[config.mk]
export PLATFORM = sky130hd
export DESIGN_NAME = pfq_fetch_unit
export DESIGN_NICKNAME = d
export VERILOG_FILES = /design/src/rtl/pfq_pkg.sv /design/src/rtl/pfq_queue.sv /design/src/rtl/pfq_seq.sv /design/src/rtl/pfq_fetch_unit.sv
export SDC_FILE = /design/constraint.sdc
export NUM_CORES = 1
export LEC_CHECK = 0
export ABC_AREA = 1
export BUFFER_PORTS_ARGS = -buffer_cell sky130_fd_sc_hd__clkbuf_2
export CAP_MARGIN = 20
export CORE_ASPECT_RATIO = 0.9
export CORE_MARGIN = 3
export CORE_UTILIZATION = 55
export DETAILED_ROUTE_END_ITERATION = 10
export GPL_TIMING_DRIVEN = 0
export PLACE_DENSITY = 0.76
export SLEW_MARGIN = 20
export SYNTH_ARGS = -nofsm -noshare
export SYNTH_HDL_FRONTEND = slang
export SYNTH_SLANG_ARGS = --single-unit
[constraint.sdc]
create_clock -name clk -period 4.9 [get_ports clk]
set_input_delay 1.47 -clock clk [delete_from_list [all_inputs] [get_ports clk]]
set_output_delay 1.47 -clock clk [all_outputs]
set_load 0.02 [all_outputs]
[src/rtl/pfq_pkg.sv]
package pfq_pkg;

    typedef enum logic [2:0] {
        BS_IDLE  = 3'd0,
        BS_T1    = 3'd1,
        BS_T2    = 3'd2,
        BS_T3    = 3'd3,
        BS_TW    = 3'd4,
        BS_T4    = 3'd5,
        BS_FLUSH = 3'd6
    } bus_st_e;

    typedef enum logic [1:0] {
        QS_NONE  = 2'b00,
        QS_FIRST = 2'b01,
        QS_EMPTY = 2'b10,
        QS_NEXT  = 2'b11
    } qstat_e;

endpackage

[src/rtl/pfq_queue.sv]
module pfq_queue #(
    parameter int DEPTH = 4,
    parameter int DW    = 8
) (
    input  logic                         clk,
    input  logic                         rst_n,
    input  logic                         clear,
    input  logic                         wr_en,
    input  logic [DW-1:0]                wr_data,
    input  logic                         rd_en,
    output logic [DW-1:0]                rd_data,
    output logic                         empty,
    output logic                         room_next,
    output logic [$clog2(DEPTH+1)-1:0]   count
);
    localparam int CW = $clog2(DEPTH + 1);
    localparam int PW = (DEPTH > 1) ? $clog2(DEPTH) : 1;
    localparam logic [PW-1:0] LAST = PW'(DEPTH - 1);

    logic [DW-1:0] store [DEPTH];
    logic [PW-1:0] wr_ptr, rd_ptr;
    logic [CW-1:0] count_n;

    function automatic logic [PW-1:0] bump(input logic [PW-1:0] p);
        return (p == LAST) ? '0 : p + 1'b1;
    endfunction

    always_comb begin
        if (clear) begin
            count_n = '0;
        end else begin
            count_n = count + CW'(wr_en) - CW'(rd_en);
        end
        room_next = (count_n < CW'(DEPTH));
        empty     = (count == '0);
        rd_data   = store[rd_ptr];
    end

    always_ff @(posedge clk) begin
        if (!rst_n) begin
            wr_ptr <= '0;
            rd_ptr <= '0;
            count  <= '0;
        end else begin
            count <= count_n;
            if (clear) begin
                wr_ptr <= '0;
                rd_ptr <= '0;
            end else begin
                if (wr_en) wr_ptr <= bump(wr_ptr);
                if (rd_en) rd_ptr <= bump(rd_ptr);
            end
        end
    end

    always_ff @(posedge clk) begin
        if (wr_en) store[wr_ptr] <= wr_data;
    end


    no_overflow_chk: assert property (@(posedge clk) disable iff (!rst_n)
        wr_en |-> (count < CW'(DEPTH)));


    no_underflow_chk: assert property (@(posedge clk) disable iff (!rst_n)
        rd_en |-> (count != '0));


    clear_empty_chk: assert property (@(posedge clk) disable iff (!rst_n)
        clear |=> (count == '0));

endmodule

[src/rtl/pfq_seq.sv]
module pfq_seq
    import pfq_pkg::*;
#(
    parameter int            AW         = 20,
    parameter int            FLUSH_IDLE = 3,
    parameter logic [AW-1:0] RESET_ADDR = '0
) (
    input  logic          clk,
    input  logic          rst_n,
    input  logic          redirect,
    input  logic [AW-1:0] redirect_addr,
    input  logic          ready,
    input  logic          room_next,
    output logic [2:0]    bus_state,
    output logic [AW-1:0] bus_addr,
    output logic          cap_en
);
    localparam int FCW = (FLUSH_IDLE > 1) ? $clog2(FLUSH_IDLE) : 1;
    localparam logic [FCW-1:0] FLOAD = FCW'(FLUSH_IDLE - 1);

    bus_st_e        state, state_n;
    logic           pend;
    logic           busy;
    logic [AW-1:0]  next_addr;
    logic [FCW-1:0] fcnt;

    // next-state logic
    always_comb begin
        state_n = state;
        unique case (state)
            BS_IDLE: begin
                if (redirect)       state_n = BS_FLUSH;
                else if (room_next) state_n = BS_T1;
                else                state_n = BS_IDLE;
            end
            BS_T1: state_n = BS_T2;
            BS_T2: state_n = BS_T3;
            BS_T3: state_n = ready ? BS_T4 : BS_TW;
            BS_TW: state_n = ready ? BS_T4 : BS_TW;
            BS_T4: begin
                if (redirect || pend) state_n = BS_FLUSH;
                else if (room_next)   state_n = BS_T1;
                else                  state_n = BS_IDLE;
            end
            BS_FLUSH: begin
                if (redirect)            state_n = BS_FLUSH;
                else if (fcnt == '0)     state_n = BS_T1;
                else                     state_n = BS_FLUSH;
            end
            default: state_n = BS_IDLE;
        endcase
    end

    // outputs
    always_comb begin
        bus_state = state;
        busy      = (state == BS_T1) || (state == BS_T2) ||
                    (state == BS_T3) || (state == BS_TW);
        cap_en    = (state == BS_T4) && !pend && !redirect;
    end

    // state register
    always_ff @(posedge clk) begin
        if (!rst_n) state <= BS_IDLE;
        else        state <= state_n;
    end

    // address, pending flag and flush counter
    always_ff @(posedge clk) begin
        if (!rst_n) begin
            pend      <= 1'b0;
            fcnt      <= '0;
            next_addr <= RESET_ADDR;
            bus_addr  <= RESET_ADDR;
        end else begin
            if (state == BS_T4)        pend <= 1'b0;
            else if (redirect && busy) pend <= 1'b1;

            if (state_n == BS_FLUSH && (state != BS_FLUSH || redirect))
                fcnt <= FLOAD;
            else if (state == BS_FLUSH && fcnt != '0)
                fcnt <= fcnt - 1'b1;

            if (redirect) begin
                next_addr <= redirect_addr;
            end else if (state_n == BS_T1) begin
                bus_addr  <= next_addr;
                next_addr <= next_addr + 1'b1;
            end
        end
    end


    t1_to_t2_chk: assert property (@(posedge clk) disable iff (!rst_n)
        (state == BS_T1) |=> (state == BS_T2));


    t3_ready_chk: assert property (@(posedge clk) disable iff (!rst_n)
        (state == BS_T3 && ready) |=> (state == BS_T4));


    wait_hold_chk: assert property (@(posedge clk) disable iff (!rst_n)
        ((state == BS_T3 || state == BS_TW) && !ready) |=> (state == BS_TW));


    addr_hold_chk: assert property (@(posedge clk) disable iff (!rst_n)
        (state == BS_T2 || state == BS_T3 || state == BS_TW || state == BS_T4)
            |-> $stable(bus_addr));


    pend_block_chk: assert property (@(posedge clk) disable iff (!rst_n)
        pend |=> (state != BS_T1));


    flush_target_chk: assert property (@(posedge clk) disable iff (!rst_n)
        (state == BS_T1 && $past(state) == BS_FLUSH) |-> (bus_addr == $past(next_addr)));

endmodule

[src/rtl/pfq_fetch_unit.sv]
module pfq_fetch_unit
    import pfq_pkg::*;
#(
    parameter int            AW         = 20,
    parameter int            DEPTH      = 4,
    parameter int            FLUSH_IDLE = 3,
    parameter logic [AW-1:0] RESET_ADDR = 20'hFFFF0
) (
    input  logic          clk,
    input  logic          rst_n,
    input  logic          take_req,
    input  logic          take_first,
    input  logic          redirect,
    input  logic [AW-1:0] redirect_addr,
    input  logic          ready,
    input  logic [7:0]    rdata,
    output logic [AW-1:0] addr,
    output logic [2:0]    bus_state,
    output logic [1:0]    qstat,
    output logic          take_valid,
    output logic [7:0]    take_byte
);
    localparam int CW = $clog2(DEPTH + 1);

    logic          q_empty;
    logic          room_next;
    logic          cap_en;
    logic          take_ok;
    logic [CW-1:0] q_count;
    logic [7:0]    head;

    assign take_ok = take_req && !redirect && !q_empty;

    pfq_queue #(
        .DEPTH (DEPTH),
        .DW    (8)
    ) u_queue (
        .clk       (clk),
        .rst_n     (rst_n),
        .clear     (redirect),
        .wr_en     (cap_en),
        .wr_data   (rdata),
        .rd_en     (take_ok),
        .rd_data   (head),
        .empty     (q_empty),
        .room_next (room_next),
        .count     (q_count)
    );

    pfq_seq #(
        .AW         (AW),
        .FLUSH_IDLE (FLUSH_IDLE),
        .RESET_ADDR (RESET_ADDR)
    ) u_seq (
        .clk           (clk),
        .rst_n         (rst_n),
        .redirect      (redirect),
        .redirect_addr (redirect_addr),
        .ready         (ready),
        .room_next     (room_next),
        .bus_state     (bus_state),
        .bus_addr      (addr),
        .cap_en        (cap_en)
    );

    always_comb begin
        take_valid = take_ok;
        take_byte  = head;
        if (redirect)     qstat = QS_EMPTY;
        else if (take_ok) qstat = take_first ? QS_FIRST : QS_NEXT;
        else              qstat = QS_NONE;
    end


    flush_clears_chk: assert property (@(posedge clk) disable iff (!rst_n)
        redirect |=> (q_count == '0 && qstat != QS_FIRST && qstat != QS_NEXT));


    take_nonempty_chk: assert property (@(posedge clk) disable iff (!rst_n)
        take_valid |-> (q_count != '0));


    full_idle_chk: assert property (@(posedge clk) disable iff (!rst_n)
        (q_count == CW'(DEPTH) && !take_valid && !redirect && bus_state == BS_IDLE)
            |=> (bus_state == BS_IDLE));

endmodule

After elaboration in Yosys (flattened, before gate mapping)
Memories as Yosys holds them, arrays and structs flattened. A register that Yosys moved wholly into a read port is not among the register bits. Index checks and enable logic that the tools add are counted.

Input port bits: 34. Word-level logic and storage cells: 77. Memories kept: 1. Memory bits (writable): 32. Register bits after elaboration: 53.

Add/subtract/negate cells: 6. Muxes and demuxes: 21. Bitwise operators: 2. Reduce and logical (&&, ||, !) cells: 26. Eq/ne operators: 11. $lt $le $gt $ge: 1.

Memories: u_queue.store (depth 4, bits a word 8, rd ports 1, clocked after memory_dff 1, wr ports 1, RTL line pfq_queue.sv:20) `logic [DW-1:0] store [DEPTH];`.

Operators with widths (number): 20-bit two-way mux (2); 20-bit by 1-bit adder with 20-bit output, second input constant (1); 2-bit two-way mux (9); 3-bit one-hot mux with 6 select lines (1); 3-bit two-way mux (5); 3-bit == test, second input constant (4); 2-bit OR reduction (4); 1-bit logical AND (7); 3-bit by 1-bit == test with 1-bit output, second input constant (2); 3-bit by 2-bit == test with 1-bit output, second input constant (2); 3-bit zero test (2); 2-bit nonzero test (3); 1-bit logical OR (5); 2-bit by 1-bit adder with 2-bit output, second input constant (2); 2-bit == test, second input constant (2); 1-bit two-way mux (4); 3-bit by 1-bit adder with 3-bit output (1); 1-bit zero test (3); 3-bit < comparator, second input constant (1); 3-bit inequality test, second input constant (1); 3-bit by 1-bit subtractor with 3-bit output (1); 2-bit zero test (1); 1-bit NOT (2); 2-bit AND reduction (1); 2-bit by 1-bit subtractor with 2-bit output, second input constant (1).

Longest topological paths before layout
Gate-level depths: netlist of the first run.

Depth in word-level cells: 13. Gate-level depth with buffers: 18.

Cells and area by module
From an unflattened synthesis of the first run, not the netlist that was laid out.

Cells, all modules: 490. Area total of the unflattened synthesis: 4192.8 um2.

By module, submodules not included: pfq_seq (seq. area each 920.9 um2, times used 1, cells an instance 328, area an instance 2407.3 um2); pfq_queue (seq. area each 1141.1 um2, times used 1, cells an instance 154, area an instance 1751.7 um2); pfq_fetch_unit (seq. area each 0.0 um2, times used 1, cells an instance 8, area an instance 33.8 um2).

Least setup slack after synthesis of the first run
No wires, ideal clock.

Kind: input -> output. Start: in redirect. End: out qstat[1]. Setup slack: 0.876 ns. Stages on the path: 5. Arrival time: 2.554 ns. Cells stage by stage: inv_1 -> buf_2 -> clkbuf_1 -> clkbuf_1 -> o21ai_0.

Cells in the longest elaborated chain, start to end: 5.

Ends and longest elaborated chain: start: declaration (RTL line pfq_fetch_unit.sv:13) `input logic redirect,`; 1-bit zero test (RTL line pfq_fetch_unit.sv:32) `assign take_ok = take_req && !redirect && !q_empty;`; 1-bit logical AND (2 in a row) (RTL line pfq_fetch_unit.sv:32); 2-bit two-way mux (RTL line pfq_fetch_unit.sv:70) `else if (take_ok) qstat = take_first ? QS_FIRST : QS_NEXT;`; 2-bit two-way mux (*) (RTL line pfq_fetch_unit.sv:69) `if (redirect) qstat = QS_EMPTY;`; end: declaration (RTL line pfq_fetch_unit.sv:19) `output logic [1:0] qstat,`.

Mark *: on every way between the ends. The rest lies on a longest branch, timed or not.

Worst setup path in the final report of the first run
Same ends and word-level chain as after synthesis.

==> results of run 1 <==
## metrics by stage
stage	util	cells	hold slack (ps)	cell area (µm²)	power, mW
floorplan	-	495	464	4080	1.63
global placement	0.637	655	453	4530	1.86
CTS	0.670	671	483	4770	2.47
global route	0.670	671	500	4770	2.62
finish	0.670	671	477	4770	2.45
detailed placement	0.637	655	459	4530	1.88
## state kept, by name, indices dropped and copies added (netlist names), named ones only
register         cells
u_queue.store       32
u_seq.bus_addr      20
u_seq.next_addr     20
u_queue.count        3
u_seq.bus_state      3
u_queue.rd_ptr       2
u_queue.wr_ptr       2
u_seq.fcnt           2
u_seq.pend           1
## cells by family (layout without fill, tap and decap cells)
group | after synthesis | after routing | synth area share
and+or+nand+nor | 245 | 245 | 0.257
DFF | 87 | 87 | 0.505
AOI/OAI and AO/OA | 77 | 77 | 0.111
buffers and inverters | 63 | 146 | 0.0668
xor gates and xnor gates | 13 | 13 | 0.0279
adders and majority gates | 9 | 9 | 0.0294
muxes | 1 | 1 | 0.00276
## worst max path at each step
stage / from / end / slack [ps] / depth (start not counted)
after floorplan: redirect / qstat[1] / 880 / 5
after global placement: redirect / qstat[1] / 390 / 7
after detailed placement: redirect / qstat[1] / 340 / 7
after CTS: redirect / qstat[1] / 340 / 7
after global routing: redirect / qstat[1] / 120 / 7
final: redirect / qstat[1] / 320 / 7
## cell usage after synthesis, drive strengths merged, types with 9 or more instances
library cell	n	area [µm²]
buf	12	80.1
nand3	59	295
xor2	9	78.8
nor2	75	294
nand2	100	385
clkbuf	11	42.5
edfxtp	32	961
dfxtp	55	1100
o211ai	14	110
o21ai	33	165
inv	39	146
a21oi	17	85.1
## worst reg2reg max path: stages, from the launching register on
cell	delay [ps]
dfxtp_1	480
inv_2	90
nor2_1	150
nand3_1	110
clkbuf_1	210
nand2_1	150
o21ai_0	110
ha_1	210
fa_1	380
nand3b_1	170
nand2_1	90
nand2_1	70
nand2_1	110
nand2_4	110
buf_2	220
nand3_1	100
nand3_1	90
## metal layers
| metal | share of wire | track usage |
|---|---|---|
| met1 | 0.46 | 0.324 |
| met5 | 0 | 0 |
| met3 | 0.067 | 0.0494 |
| met4 | 0.012 | 0.0702 |
| met2 | 0.46 | 0.378 |
## area by class of cell
type	count	area, µm²	share of cell area
tap	93	116	0.0244
clock buffer	10	128	0.0268
sequential	87	2060	0.432
buffer	23	123	0.0257
multi-input combinational	345	1750	0.366
timing repair buffer	67	335	0.0703
clock inverter	6	109	0.0228
inverter	40	150	0.0315
## power by group
part           total [mW]  internal, mW  switching [mW]
registers           0.997         0.889           0.109
clock network       0.584         0.338           0.246
logic               0.874         0.307           0.566
total                2.45          1.53           0.920
==> results by group, run 1 <==
Setup path
  • Worst EP arrival: 3110 ps
  • CP max-delay cell: clkbuf_1
  • Critical path capture point type: primary output
  • Critical Path, Cell by Cell: clkbuf_2 -> inv_1 -> buf_2 -> clkbuf_1 -> clkbuf_1 -> o21ai_0 -> clkbuf_2
  • Worst setup SP type: primary input
  • R2R depth: 16
  • FF-to-FF Start: u_seq.bus_state[0]$_SDFF_PN0_
  • FF-to-FF setup slack: 1940 ps
  • Worst stage delay on the critical path: 470 ps
  • CP Class: primary input to primary output
  • Worst-path fanout max: 10
  • Top delay family on crit path: buffers and inverters
  • Critical Path RT: 3430 ps
  • Crit path buf inv count: 6
  • Reg2Reg Capture Point: u_seq.next_addr[16]$_SDFFE_PN1P_

Die
  • Row count: 29
  • Core footprint: 7110 µm²
  • IO Pins: 68
  • Die Y-Extent: 87.7 µm
  • Initial core utilization: 0.574
  • Die width: 96.8 µm
  • Die ar.: 8490 µm²

Final layout
  • Commonest non-fill, non-tap cells in the layout: nand2_1, nor2_1, clkbuf_2
  • Commonest non-fill, non-tap cell in the layout: nand2_1
  • Nets: 616
  • # diodes: 0
  • Fill count: 614
  • Area Overhead vs Synth: 16.9%
  • Layout cells sized above 1: 0.183

Clock tree
  • Hold-fix buffers, CTS: 0
  • H-tree depth: 3
  • Total CTS buffers: 9
  • Root Buffer: clkbuf_8
  • Clk_lat worst skew: 360 ps
  • Clock buffer depth: 2
  • Post_cts resized: 0
  • Number of setup buffers added after CTS: 0
  • Clk slew on worst S/H paths: 80 ps
  • CTS Sinks: 87
  • TritonCTS clock tree: done

Timing
  • Slew headroom: 0.450
  • Minimum clock period: 4580 ps
  • Fmax achieved: 0.218 GHz
  • Setup TNS: 0 ps
  • Final period util: 0.935
  • Worst Tran Pin Value: 822 ps
  • Slew Viols, Final: 0
  • Setup Skew: 13.4 ps
  • Final setup viols: 0
  • RSZ-0062 raised after global routing: no
  • PnR worst setup slack: 319 ps
  • Final hold vios: 0

Placement
  • GPL Wtd Cong: 0.950
  • Port bufs: 67
  • Pre-CTS setup slack: 345 ps
  • Hpwl dp: 6.97 mm

Global route
  • GRT overflow: 0
  • Largest net degree at the start of global routing: 15
  • Total GRT Usage: 0.235
  • First-pass GRT wire length: 16.1 mm
  • Initial antenna violation count: 0
  • Vias in the first global route: 3342

Detailed routing
  • Final ANT Viol Nets: 0
  • DRC Markers: 0
  • Vias: 3618
  • Routed WL: 9.47 mm
  • WL per Instance: 14.1 µm
  • Initial DRC count: 312
  • DRT Pass-1 Iters: 5
  • Via density: 5.39

Yosys
  • Ys flop type: dfxtp_1
  • Syn. warnings: 0
  • Gate Count Post-Synth: 495
  • Sequential fraction of the synthesis area: 0.505
  • Number of synthesized flops with an enable pin: 32
  • Post-synth ARST share: 0
  • Post-Syn Area: 4080 µm²
  • FF+latch count, synth: 87
  • Synth Net Count: 538
  • Syn avg cell area: 8.24 µm²
  • Synth cell types: 37

Min path
  • Worst Hold Class: flop to flop
  • Hold path depth: 2
  • Min-delay src: u_seq.bus_addr[18]$_SDFFE_PN1P_
  • Hold EP: u_seq.bus_addr[18]$_SDFFE_PN1P_

Run
  • Max-cap violations: 0

Power
  • VDD IR max: 0.361 mV
  • Leak Pwr: 2.20 nW
  • Pwr per Cell Area: 515 nW/µm²

Run status
  • Run status: finished clean
No activity file was read; power rests on OpenSTA's default activity.
==> inputs of run 2 (changes only) <==
- CORE_UTILIZATION: 55 -> 60
- PLACE_DENSITY: 0.76 -> 0.82
==> run 2 against run 1 <==
Largest power group unchanged. Combinational power barely moved. Power fell by 4.3%. Critical path depth did not move. Fmax fell by 0.95%. Count of clock-buffer cells in the layout fell by 1. Critical endpoint unchanged.
==> results by group, run 2 (synthesized netlist as in run 1, its figures left out) <==
Detailed routing
  • DRC Markers: 0 (unchanged)
  • Via density: 5.56 (+3.1%)
  • WL per Instance: 14.5 µm (+2.7%)
  • Final ANT Viol Nets: 0 (unchanged)
  • DR top layer: met4
  • Initial DRC count: 427 (+37%)
  • DR WL met2: 4.35 mm (+0.70%)
  • Met3 wire length: 883 µm (+39%)
  • Vias: 3696 (+2.2%)
  • Routed WL: 9.63 mm (+1.8%)
  • DRT Pass-1 Iters: 5 (unchanged)
  • Met1 WL: 4.23 mm (-3.7%)

Global route
  • Total GRT Usage: 0.255 (+0.0203)
  • GRT overflow: 0 (unchanged)
  • Vias in the first global route: 3345 (+0.090%)
  • Largest net degree at the start of global routing: 18 (+3)
  • First-pass GRT wire length: 15.9 mm (-1.5%)
  • Initial antenna violation count: 0 (unchanged)

Clock tree
  • Hold-fix buffers, CTS: 0 (unchanged)
  • Number of setup buffers added after CTS: 0 (unchanged)
  • H-tree depth: 3 (unchanged)
  • CTS Sinks: 87 (unchanged)
  • TritonCTS clock tree: done
  • Clk slew on worst S/H paths: 90 ps (about the same)
  • Root Buffer: clkbuf_8
  • Clock buffer depth: 2 (unchanged)
  • Clk_lat worst skew: 360 ps (about the same)
  • Post_cts resized: 0 (unchanged)
  • Total CTS buffers: 9 (unchanged)

Final layout
  • Commonest non-fill, non-tap cell in the layout: nand2_1
  • Layout Cells excl Fill: 665 (-0.89%)
  • # diodes: 0 (unchanged)
  • Layout cells sized above 1: 0.185 (+0.00173)
  • Post-layout util: 0.742 (+0.0712)
  • Most flops, register: u_queue.store
  • Commonest non-fill, non-tap cells in the layout: nand2_1, nor2_1, clkbuf_2
  • Biggest regs: u_queue.store (32), u_seq.bus_addr (20), u_seq.next_addr (20)
  • Area Overhead vs Synth: 15.5%
  • Nets: 616 (unchanged)
  • Max FFs per register: 32 (unchanged)

Power
  • Switching Power: 0.959 mW (+4.2%)
  • Sequential group share of total power: 0.425 (+0.019)
  • Combinational share of power: 0.373 (+0.017)
  • Internal power: 1.39 mW (-9.3%)
  • Tot Pwr: 2.35 mW (-4.3%)
  • Switching Share: 0.408 (+0.0331)
  • Clock power share: 0.201 (-0.037)
  • Pwr per Cell Area: 499 nW/µm² (-3.1%)
  • Leak Pwr: 2.16 nW (-1.5%)
  • VDD IR max: 0.297 mV (-18%)

Setup path
  • Critical Path, Cell by Cell: clkbuf_2 -> inv_1 -> buf_2 -> clkbuf_1 -> clkbuf_1 -> o21ai_0 -> clkbuf_2
  • Critical path capture point type: primary output
  • FF-to-FF setup slack: 1880 ps (-60 ps)
  • Worst-path fanout max: 10 (unchanged)
  • Top delay family on crit path: buffers and inverters
  • R2R depth: 16 (unchanged)
  • Worst setup SP type: primary input
  • Critical Path RT: 3430 ps (about the same)
  • Reg2Reg Capture Point: u_seq.next_addr[19]$_SDFFE_PN1P_
  • CP max-delay cell: clkbuf_1
  • Worst EP arrival: 3150 ps (+40 ps)
  • Crit path buf inv count: 6 (unchanged)
  • FF-to-FF Start: u_seq.bus_state[0]$_SDFF_PN0_
  • CP Class: primary input to primary output
  • Worst stage delay on the critical path: 490 ps (+20 ps)

Timing
  • Slew headroom: 0.422 (-0.0286)
  • Minimum clock period: 4620 ps (+43.8 ps)
  • Fmax achieved: 0.216 GHz (-0.95%)
  • RSZ-0062 raised after global routing: no
  • Final period util: 0.944 (+0.00894)
  • Final setup viols: 0 (unchanged)
  • Final hold vios: 0 (unchanged)
  • Worst Tran Pin Value: 865 ps (+42.7 ps)
  • Slew Viols, Final: 0 (unchanged)
  • Setup TNS: 0 ps (unchanged)
  • Setup Skew: 9.46 ps (-3.90 ps)

Min path
  • Hold path depth: 2 (unchanged)
  • Hold EP: u_seq.bus_addr[8]$_SDFFE_PN1P_
  • Worst Hold Class: flop to flop
  • Min-delay src: u_seq.bus_addr[8]$_SDFFE_PN1P_

Die
  • Die width: 92.9 µm (-4.0%)
  • Die ar.: 7830 µm² (-7.8%)
  • Core footprint: 6350 µm² (-11%)
  • IO Pins: 68 (unchanged)
  • Row count: 27 (-6.9%)
  • Initial core utilization: 0.642 (+0.0687)
  • Die Y-Extent: 84.2 µm (-4.0%)

Placement
  • Post-Place Cells: 649 (-0.92%)
  • GPL Wtd Cong: 0.952 (+0.24%)
  • Hpwl dp: 7.09 mm (+1.6%)
  • Port bufs: 67 (unchanged)

Run
  • Max-cap violations: 0 (unchanged)

Run status
  • Run status: finished clean
==> run 2: metal layers <==
metal  GRT usage  up-vias
met5           0        -
met4      0.0786        0
met3      0.0627       19
met2       0.390      173
met1       0.360     1693
li1            -     1811
==> run 2: worst min-delay path, stage by stage (launching register included) <==
cell	delay, ps
dfxtp_1	340
nand2_1	50
nand3_1	60
==> run 2: power groups by stage <==
stage | combinational [mW] | sequential (mW) | clock (mW)
after floorplan | 0.534 | 1.10 | 0
after global placement | 0.851 | 1.01 | 0
after detailed placement | 0.872 | 1.01 | 0
after CTS | 0.874 | 0.997 | 0.478
after global routing | 0.982 | 1.02 | 0.508
final | 0.877 | 0.999 | 0.473
==> run 2: final cells by class <==
| type | instances | area [µm²] |
|---|---|---|
| fill | 524 | 1640 |
| clock inverter | 7 | 62.6 |
| inverter | 40 | 150 |
| timing repair buffer | 67 | 335 |
| buffer | 23 | 123 |
| sequential | 87 | 2060 |
| clock buffer | 9 | 124 |
| tap | 87 | 109 |
| multi-input combinational | 345 | 1750 |
==> run 2: per-stage QoR <==
| stage | setup slack, ps | hold WS, ps | cell area, µm² |
|---|---|---|---|
| 3_3_place_gp | 317 | 453 | 4520 |
| 5_1_grt | 112 | 510 | 4710 |
| 4_1_cts | 304 | 479 | 4710 |
| 6_report | 275 | 480 | 4710 |
| 2_1_floorplan | 876 | 464 | 4080 |
| 3_5_place_dp | 306 | 454 | 4520 |
==> run 2: worst max path at each step <==
stage	from	end	slack (ps)	depth (start not counted)
after floorplan	redirect	qstat[1]	880	5
after global placement	redirect	qstat[1]	320	7
after detailed placement	redirect	qstat[1]	310	7
after CTS	redirect	qstat[1]	300	7
after global routing	redirect	qstat[1]	110	7
final	redirect	qstat[1]	280	7
==> inputs of run 3 (changes only) <==
- ABC_AREA: 1 -> not set
- clock period: 4.9 -> 5.9 ns (I/O delays scaled with it)
==> run 3 against run 2 <==
Combinational power decreased by 55%. Sequential power decreased by 30%. First-iteration DRC count decreased by 21%. Wire length decreased by 1.3%. Largest power group unchanged. Critical endpoint is now u_seq.next_addr[5]$_SDFFE_PN1P_. Final cell count decreased by 17%. Hold slack improved by 4.7 ps.
==> results by group, run 3 <==
Timing
  • Fmax achieved: 0.186 GHz
  • Final hold vios: 0 (unchanged)
  • PnR worst setup slack: 529 ps (+253 ps)
  • Final setup viols: 0 (unchanged)
  • Slew Viols, Final: 0 (unchanged)
  • Final period util: 0.910
  • Worst Tran Pin Value: 1030 ps (+169 ps)
  • Setup TNS: 0 ps (unchanged)
  • RSZ-0062 raised after global routing: no
  • Minimum clock period: 5370 ps
  • Setup Skew: 9.63 ps (+0.170 ps)
  • Slew headroom: 0.310 (-0.112)

Yosys
  • Syn. warnings: 0 (unchanged)
  • Gate Count Post-Synth: 381 (-23%)
  • Commonest cells post-synth: dfxtp_1, nand2_1, edfxtp_1, nor2_1, mux2i_1
  • Ys flop type: dfxtp_1
  • Number of synthesized flops with an enable pin: 32 (unchanged)
  • Synth area leaders: dfxtp_1, edfxtp_1, mux2i_1
  • Post-synth ARST share: 0 (unchanged)
  • Sequential fraction of the synthesis area: 0.508 (+0.00218)
  • Combinational family with the most area after synthesis: simple AND/OR/NAND/NOR gates
  • Synth Net Count: 424 (-21%)
  • Syn avg cell area: 10.7 µm² (+29%)
  • Post-Syn Area: 4060 µm² (-0.43%)
  • Area share of the largest cell type after synthesis: 0.271 (+0.00116)
  • Synth Area in Compound Gates: 0.133 (+0.0220)
  • Simple-gate share of the synthesized area: 0.170 (-0.0864)
  • Mux share of post-synthesis cell area: 0.104 (+0.102)
  • Synth cell types: 55 (+49%)
  • FF+latch count, synth: 87 (unchanged)
  • Area leader, netlist: dfxtp_1
  • Top-count cell post-synth: dfxtp_1
  • Synth Area in Adders: 0.0296 (+0.000127)
  • Post-Synth XOR/XNOR Area: 0.00801 (-0.0199)

Final layout
  • # diodes: 0 (unchanged)
  • Most flops, register: u_queue.store
  • Nets: 502 (-19%)
  • Commonest non-fill, non-tap cells in the layout: clkbuf_2, dfxtp_1, nand2_1
  • Max FFs per register: 32 (unchanged)
  • Area Overhead vs Synth: 16.0%
  • Biggest regs: u_queue.store (32), u_seq.bus_addr (20), u_seq.next_addr (20)
  • Layout cells sized above 1: 0.239 (+0.0541)
  • Fill count: 488 (-6.9%)
  • Commonest non-fill, non-tap cell in the layout: clkbuf_2

Clock tree
  • Clk slew on worst S/H paths: 90 ps (about the same)
  • Number of setup buffers added after CTS: 0 (unchanged)
  • CTS Sinks: 87 (unchanged)
  • Hold-fix buffers, CTS: 0 (unchanged)
  • Total CTS buffers: 9 (unchanged)
  • H-tree depth: 3 (unchanged)
  • Post_cts resized: 0 (unchanged)
  • TritonCTS clock tree: done
  • Clock buffer depth: 2 (unchanged)
  • Clk_lat worst skew: 360 ps (about the same)
  • Root Buffer: clkbuf_8

Setup path
  • R2R depth: 13 (-3)
  • Worst stage delay on the critical path: 930 ps (+440 ps)
  • Critical path capture point type: flop
  • Worst setup SP type: primary input
  • CP max-delay cell: nor3b_1
  • Critical Path RT: 6150 ps (+2720 ps)
  • FF-to-FF setup slack: 1640 ps (-240 ps)
  • CP Class: primary input to flop
  • Reg2Reg Capture Point: u_seq.next_addr[5]$_SDFFE_PN1P_
  • Critical Path, Cell by Cell: clkbuf_2 -> buf_1 -> nor3b_1 -> nand2b_1 -> nand2_1 -> ha_1 -> fa_1 -> xor3_1 -> o2111a_2 -> nor3_1 -> buf_6 -> o211ai_1 -> a211o_1
  • Worst-path fanout max: 10 (unchanged)
  • Worst EP arrival: 5620 ps (+2470 ps)
  • FF-to-FF Start: u_seq.bus_state[0]$_SDFF_PN0_

Global route
  • Total GRT Usage: 0.259 (+0.00408)
  • Initial antenna violation count: 0 (unchanged)
  • GRT overflow: 0 (unchanged)
  • First-pass GRT wire length: 15.9 mm (about the same)
  • Largest net degree at the start of global routing: 17 (-1)
  • Vias in the first global route: 3319 (-0.78%)

Min path
  • Hold path depth: 2 (unchanged)
  • Worst Hold Class: flop to flop
  • Hold EP: u_seq.bus_addr[16]$_SDFFE_PN1P_
  • Min-delay src: u_seq.bus_addr[16]$_SDFFE_PN1P_

Die
  • Die width: 92.7 µm (-0.20%)
  • Initial core utilization: 0.640 (-0.00276)
  • Die ar.: 7800 µm² (-0.40%)
  • Die Y-Extent: 84.1 µm (-0.20%)
  • IO Pins: 68 (unchanged)
  • Row count: 27 (unchanged)
  • Core footprint: 6350 µm² (unchanged)

Power
  • Switching Share: 0.325 (-0.0827)
  • VDD IR max: 0.183 mV (-38%)
  • Tot Pwr: 1.52 mW (-35%)
  • Switching Power: 0.496 mW (-48%)
  • Pwr per Cell Area: 324 nW/µm² (-35%)
  • Leak Pwr: 1.98 nW (-8.6%)
  • Internal power: 1.03 mW (-26%)
  • Combinational share of power: 0.260 (-0.113)
  • Sequential group share of total power: 0.461 (+0.036)
  • Clock power share: 0.279 (+0.078)

Placement
  • Hpwl dp: 6.86 mm (-3.1%)
  • Port bufs: 67 (unchanged)
  • GPL Wtd Cong: 0.868 (-8.9%)
  • Pre-CTS setup slack: 333 ps (+26.9 ps)

Detailed routing
  • Vias: 3314 (-10%)
  • WL per Instance: 17.3 µm (+19%)
  • Via density: 6.01 (+8.2%)
  • DRC Markers: 0 (unchanged)
  • Final ANT Viol Nets: 0 (unchanged)
  • DR top layer: met4
  • Initial DRC count: 336 (-21%)
  • DR WL met2: 4.58 mm (+5.5%)
  • Met3 wire length: 781 µm (-12%)
  • DRT Pass-1 Iters: 6 (+1)
  • Met1 WL: 3.98 mm (-6.0%)
  • Routed WL: 9.51 mm (-1.3%)

Run
  • Max-cap violations: 0 (unchanged)

Run status
  • Run status: finished clean
-- run 3: worst max-delay path by stage --
stage              from                               end  slack (ps)
2_1_floorplan  redirect  u_seq.next_addr[15]$_SDFFE_PN1P_        1050
3_3_place_gp   redirect   u_seq.next_addr[5]$_SDFFE_PN1P_         480
3_5_place_dp   redirect   u_seq.next_addr[5]$_SDFFE_PN1P_         330
4_1_cts        redirect   u_seq.next_addr[5]$_SDFFE_PN1P_         700
5_1_grt        redirect   u_seq.bus_addr[13]$_SDFFE_PN1P_         380
6_report       redirect   u_seq.next_addr[5]$_SDFFE_PN1P_         530
-- run 3: routing by layer --
metal / track usage / vias to the layer above
met5: 0 / -
met4: 0.0905 / 0
met3: 0.0667 / 23
met2: 0.414 / 168
met1: 0.344 / 1563
li1: - / 1560
-- run 3: power groups by stage --
stage | Clock (mW) | Sequential [mW] | Combinational [mW]
floorplan | 0 | 0.729 | 0.272
global placement | 0 | 0.713 | 0.379
detailed placement | 0 | 0.715 | 0.390
CTS | 0.430 | 0.702 | 0.392
global route | 0.453 | 0.709 | 0.434
finish | 0.425 | 0.703 | 0.397
-- run 3: metrics by stage --
step / utilization / instance area, µm² / hold slack (ps) / cells
2_1_floorplan: - / 4060 / 454 / 381
3_3_place_gp: 0.710 / 4510 / 454 / 535
3_5_place_dp: 0.710 / 4510 / 467 / 535
4_1_cts: 0.742 / 4710 / 490 / 551
5_1_grt: 0.742 / 4710 / 514 / 551
6_report: 0.742 / 4710 / 485 / 551
-- run 3: area by class of cell --
type	instances	area [µm²]	area share
clock inverter	7	80.1	0.0170
clock buffer	9	124	0.0263
buffer	24	143	0.0303
timing repair buffer	67	335	0.0712
multi-input combinational	257	1810	0.384
sequential	87	2060	0.438
inverter	13	48.8	0.0104
tap	87	109	0.0231
-- run 3: logic make-up after synthesis --
family	after synthesis
AO/OA/AOI/OAI	71
XOR/XNOR	2
adder cells (fa/ha/maj)	9
buffers and inverters	37
flip-flops	87
multiplexers	32
AND/OR/NAND/NOR	143
-- run 3: critical path: cells and delay by family --
| kind | cells | cell delay, ps |
|---|---|---|
| adders and majority gates | 2 | 570 |
| and+or+nand+nor | 4 | 1790 |
| AOI/OAI and AO/OA | 3 | 610 |
| xor gates and xnor gates | 1 | 230 |
| buffers and inverters | 3 | 640 |
